==> src/rtl/ulpi_rg_pkg.sv <==
package ulpi_rg_pkg;
  typedef enum logic [2:0] {
    ST_POR  = 3'd0,
    ST_PIN  = 3'd1,
    ST_WAIT = 3'd2,
    ST_RUN  = 3'd3,
    ST_SW   = 3'd4
  } rg_state_e;
endpackage

==> src/rtl/ulpi_rg_pinflt.sv <==
module ulpi_rg_pinflt #(
  parameter int MIN_RST = 64
) (
  input  logic clk_i,
  input  logic por_i,
  input  logic pin_rst_n_i,
  output logic pin_hit_o
);
  localparam int CW = (MIN_RST > 2) ? $clog2(MIN_RST) : 1;
  localparam logic [CW-1:0] LAST = CW'(MIN_RST - 1);

  logic [CW-1:0] lo_cnt;

  // counts consecutive low samples, saturating one below the limit
  always_ff @(posedge clk_i) begin
    if (por_i || pin_rst_n_i) lo_cnt <= '0;
    else if (lo_cnt != LAST)  lo_cnt <= lo_cnt + 1'b1;
  end

  assign pin_hit_o = !pin_rst_n_i && (lo_cnt == LAST);
endmodule

==> src/rtl/ulpi_rg_hold.sv <==
module ulpi_rg_hold (
  input  logic clk_i,
  input  logic por_i,
  input  logic force_i,
  input  logic stp_i,
  output logic hold_o
);
  logic stp_q;

  always_ff @(posedge clk_i) begin
    stp_q <= stp_i;
    if (por_i || force_i)             hold_o <= 1'b1;
    else if (hold_o && !stp_i)        hold_o <= 1'b0;
    else if (!hold_o && stp_i && stp_q) hold_o <= 1'b1;
  end
endmodule

==> src/rtl/ulpi_rg_seq.sv <==
module ulpi_rg_seq
  import ulpi_rg_pkg::*;
#(
  parameter int SW_CYCLES = 16
) (
  input  logic      clk_i,
  input  logic      por_i,
  input  logic      pin_hit_i,
  input  logic      pll_locked_i,
  input  logic      hold_i,
  input  logic      swrst_wr_i,
  input  logic      prot_off_wr_i,
  output rg_state_e state_o,
  output logic      prot_off_o
);
  localparam int SCW = (SW_CYCLES > 2) ? $clog2(SW_CYCLES) : 1;
  localparam logic [SCW-1:0] SW_LAST = SCW'(SW_CYCLES - 1);

  logic [SCW-1:0] sw_cnt;
  rg_state_e      nxt_st;
  logic           cmd_ok;

  assign cmd_ok = (state_o == ST_RUN) && !hold_i;

  always_comb begin
    nxt_st = state_o;
    if (por_i)          nxt_st = ST_POR;
    else if (pin_hit_i) nxt_st = ST_PIN;
    else begin
      unique case (state_o)
        ST_POR, ST_PIN: nxt_st = ST_WAIT;
        ST_WAIT:        if (pll_locked_i) nxt_st = ST_RUN;
        ST_RUN:         if (swrst_wr_i && cmd_ok) nxt_st = ST_SW;
        ST_SW:          if (sw_cnt == SW_LAST) nxt_st = ST_RUN;
        default:        nxt_st = ST_POR;
      endcase
    end
  end

  always_ff @(posedge clk_i) begin
    state_o <= nxt_st;
    if (state_o == ST_SW && nxt_st == ST_SW) sw_cnt <= sw_cnt + 1'b1;
    else                                     sw_cnt <= '0;
    if (por_i || pin_hit_i)              prot_off_o <= 1'b0;
    else if (prot_off_wr_i && cmd_ok)    prot_off_o <= 1'b1;
  end
endmodule

==> src/rtl/ulpi_rst_guard.sv <==
module ulpi_rst_guard
  import ulpi_rg_pkg::*;
#(
  parameter int MIN_RST   = 64,
  parameter int SW_CYCLES = 16
) (
  input  logic clk_i,
  input  logic por_i,
  input  logic pin_rst_n_i,
  input  logic pll_locked_i,
  input  logic stp_i,
  input  logic dir_req_i,
  input  logic nxt_req_i,
  input  logic swrst_wr_i,
  input  logic prot_off_wr_i,
  output logic dir_o,
  output logic nxt_o,
  output logic clk_en_o,
  output logic dpd_en_o,
  output logic stp_pu_en_o,
  output logic ulpi_hiz_o,
  output logic reg_rst_o,
  output logic core_rst_o,
  output logic cmd_en_o
);
  logic      pin_hit;
  logic      hold;
  logic      prot_off;
  logic      force_hold;
  logic      guard;
  rg_state_e st;

  ulpi_rg_pinflt #(.MIN_RST(MIN_RST)) u_flt (
    .clk_i(clk_i), .por_i(por_i), .pin_rst_n_i(pin_rst_n_i), .pin_hit_o(pin_hit)
  );

  ulpi_rg_seq #(.SW_CYCLES(SW_CYCLES)) u_seq (
    .clk_i(clk_i), .por_i(por_i), .pin_hit_i(pin_hit), .pll_locked_i(pll_locked_i),
    .hold_i(hold), .swrst_wr_i(swrst_wr_i), .prot_off_wr_i(prot_off_wr_i),
    .state_o(st), .prot_off_o(prot_off)
  );

  assign force_hold = (st == ST_POR) || (st == ST_PIN) || (st == ST_WAIT);

  ulpi_rg_hold u_hold (
    .clk_i(clk_i), .por_i(por_i), .force_i(force_hold), .stp_i(stp_i), .hold_o(hold)
  );

  assign guard = hold && !prot_off;

  always_comb begin
    dir_o = 1'b1; nxt_o = 1'b0; clk_en_o = 1'b0; dpd_en_o = 1'b0;
    stp_pu_en_o = 1'b0; ulpi_hiz_o = 1'b0; reg_rst_o = 1'b0;
    core_rst_o = 1'b1; cmd_en_o = 1'b0;
    unique case (st)
      ST_POR: begin
        ulpi_hiz_o = 1'b1; reg_rst_o = 1'b1;
      end
      ST_PIN: begin
        dpd_en_o = 1'b1; stp_pu_en_o = 1'b1; reg_rst_o = 1'b1;
      end
      ST_WAIT: begin
        dpd_en_o = 1'b1; stp_pu_en_o = 1'b1;
      end
      ST_RUN: begin
        dir_o = dir_req_i; nxt_o = nxt_req_i && !hold; clk_en_o = 1'b1;
        dpd_en_o = guard; stp_pu_en_o = guard; core_rst_o = 1'b0; cmd_en_o = !hold;
      end
      ST_SW: begin
        clk_en_o = 1'b1; dpd_en_o = 1'b1; stp_pu_en_o = guard;
      end
      default: ulpi_hiz_o = 1'b1;
    endcase
  end
endmodule

==> config.mk <==
export PLATFORM = sky130hd
export DESIGN_NAME = ulpi_rst_guard
export DESIGN_NICKNAME = d
export VERILOG_FILES = /design/src/rtl/ulpi_rg_pkg.sv /design/src/rtl/ulpi_rg_pinflt.sv /design/src/rtl/ulpi_rg_hold.sv /design/src/rtl/ulpi_rg_seq.sv /design/src/rtl/ulpi_rst_guard.sv
export SDC_FILE = /design/constraint.sdc
export NUM_CORES = 1
export LEC_CHECK = 0
export BUFFER_PORTS_ARGS = -buffer_cell sky130_fd_sc_hd__buf_2
export CAP_MARGIN = 20
export CORE_MARGIN = 1.5
export CORE_UTILIZATION = 35
export CTS_CLUSTER_DIAMETER = 80
export DETAILED_ROUTE_END_ITERATION = 12
export PLACE_DENSITY = 0.66
export SYNTH_ARGS = -nofsm -noshare
export SYNTH_HDL_FRONTEND = slang
export SYNTH_SLANG_ARGS = --single-unit
==> constraint.sdc <==
create_clock -name clk_i -period 2.3 [get_ports clk_i]
set_clock_uncertainty 0.1 [all_clocks]
set_input_delay 0.46 -clock clk_i [delete_from_list [all_inputs] [get_ports clk_i]]
set_output_delay 0.46 -clock clk_i [all_outputs]
set_load 0.02 [all_outputs]
==> results.json <==
{
  "status": "finished clean",
  "dp_slack_ns": 0.5848,
  "place.gp.congestion": 0.8080,
  "drc": 0,
  "grt_max_degree": 12,
  "period_needed_ns": 2.023,
  "cts.path.max_buffers": 2,
  "drv_slew": 0,
  "synth-main-ff-cell": "dfxtp_1",
  "p_int_uw": 400.8,
  "critPathLaunchType": "register",
  "worst_hold_slack_ns": 0.1986,
  "synth_area_leaders": "dfxtp_1, nor3_1, a21oi_1",
  "max_cap_viol_count": 0,
  "switching_share": 0.2245,
  "synth-edff-count": 0,
  "yosysWarnings": 0,
  "io_buffers": 17,
  "syn_inst": 93,
  "synthArstFlopShare": 0,
  "ys_seq_area_frac": 0.3932,
  "max_freq_mhz": 494.3,
  "cts.sinks": 16,
  "rsz0062_at_grt": "false",
  "drive_gt1_frac": 0.2636,
  "synth_area_per_cell_um2": 8.758,
  "synth_common_cells": "dfxtp_1, nor3_1, nand2_1, a21oi_1, inv_1",
  "hpwl_mm": 1.169,
  "post-cts-setup-buffers": 0,
  "required_ns": 1.74,
  "synth_cell_type_count": 35,
  "crit_fanout": 11,
  "cts.clk_slew.worst_paths_ns": 0.09,
  "wire_per_inst_um": 10.69,
  "core_um2": 2212,
  "firstDrtPassIters": 4,
  "rows": 17,
  "max-vdd-ir-drop_mv": 0.3525,
  "leakage_nw": 0.3978,
  "p_comb_frac": 0.099,
  "setup_ws_ns": 0.2771,
  "final_area_um2": 952.2,
  "power.density_nw_per_um2": 542.9,
  "synth_nets": 104,
  "cts-root-buf": "clkbuf_4",
  "hp-class": "input pin to register",
  "die_x_um": 51.24,
  "drt_iter0_drc": 13,
  "hold_viol_final": 0,
  "cts_buffers": 3,
  "grt_pass1_vias": 630,
  "dieArea_um2": 2626,
  "power.switching_uw": 116.1,
  "worst_pin_slew_ns": 0.3433,
  "clkPwrFrac": 0.340,
  "yosysTopAreaCell": "dfxtp_1",
  "worstSetupPathType": "register to primary output",
  "yosysMostFrequentCell": "dfxtp_1",
  "cp.arrival_ns": 1.46,
  "setup_violations": 0,
  "syn_to_final_growth_pct": 16.90,
  "multi_input_area_um2": 456.7,
  "power_frac_seq": 0.560,
  "via_count": 707,
  "overflow": 0,
  "relSlewSlack": 0.7706,
  "fin_util": 0.4304,
  "synth_top_area_share": 0.3932,
  "antenna_found_initial": 0,
  "seqCellArea_um2": 320.3,
  "nNetsFinal": 122,
  "start_util": 0.3682,
  "cts_tree": "yes",
  "post-route-period-util": 0.8795,
  "grt_pass1_wl_mm": 2.573,
  "hold_buffers": 0,
  "synth_seq_cells": 16,
  "cp-end-kind": "primary output",
  "globalRouteTotalUtil": 0.1278,
  "cts-resized-gates": 0,
  "htree_levels": 1,
  "die_h_um": 51.24,
  "drtAntennaViolNets": 0,
  "clkLatencyLatePin_ns": 0.27,
  "ios": 18,
  "postRouteWirelength_mm": 1.475,
  "synth_area_um2": 814.5,
  "postPlaceCellArea_um2": 915.9,
  "vias_per_cell": 5.123,
  "fillers": 232,
  "diodes": 0,
  "finalSetupTns_ns": 0
}
-- worst max-delay path, cell delays in order, from the launching register on --
cell and delay [ns]:
dfxtp_1 0.53, nand3b_1 0.19, or2_2 0.30, buf_2 0.16
-- area by class of cell --
cell class,count,share of cell area
Tap cell,28,0.03679
Timing Repair Buffer,17,0.08936
Clock buffer,4,0.03811
Inverter,5,0.01971
Multi-Input combinational cell,68,0.4796
Sequential cell,16,0.3364
-- final timing paths --
path	startpoint	to	slack (ns)	depth (start not counted)
min reg2reg	u_seq.sw_cnt[0]	u_seq.sw_cnt[0]	0.36	1
min	stp_i	u_hold.stp_q	0.20	1
max	u_seq.state_o[1]	dir_o	0.28	3
max reg2reg	u_flt.lo_cnt[0]	u_seq.prot_off_o	0.73	4
-- power by group through the flow --
stage	combinational (mW)	clock [mW]	sequential, mW
2_1_floorplan	0.0395	0	0.290
3_3_place_gp	0.0514	0	0.296
3_5_place_dp	0.0520	0	0.296
4_1_cts	0.0520	0.185	0.290
5_1_grt	0.0561	0.207	0.291
6_report	0.0513	0.176	0.290
-- through the flow --
stage | instances | total power, mW
floorplan | 93 | 0.3298
global placement | 134 | 0.3471
detailed placement | 134 | 0.3481
CTS | 138 | 0.5269
global route | 138 | 0.5543
finish | 138 | 0.5169
-- flip-flops by register name (all words and copies together) (netlist names) --
name              flops
u_flt.lo_cnt          6
u_hold.hold_o         1
u_seq.state_o         3
u_seq.sw_cnt          4
u_seq.prot_off_o      1
u_hold.stp_q          1
-- layer usage --
layer,routed length (um),global-route usage
met5,0,0
met3,77,0.02632
met4,4,0.05263
met2,625,0.2056
met1,767,0.1664
-- kinds of logic (layout without fill, tap and decap cells) --
group                    after synthesis  after routing  share of synthesized area
flip-flops                            16             16                     0.3932
AND/OR/NAND/NOR                       44             44                     0.3272
XOR/XNOR                               4              4                    0.04302
adder cells (fa/ha/maj)                2              2                    0.03072
buffers and inverters                  9             26                    0.04608
AO/OA/AOI/OAI                         18             18                     0.1598
-- cells in the final DEF (no fill, tap or decap), types with 5 or more instances in the layout --
master   count
a21oi_1      6
buf_2       17
dfxtp_1     16
inv_1        5
nand2_1      7
nor3_1       9
(Power assumes the default switching activity.)
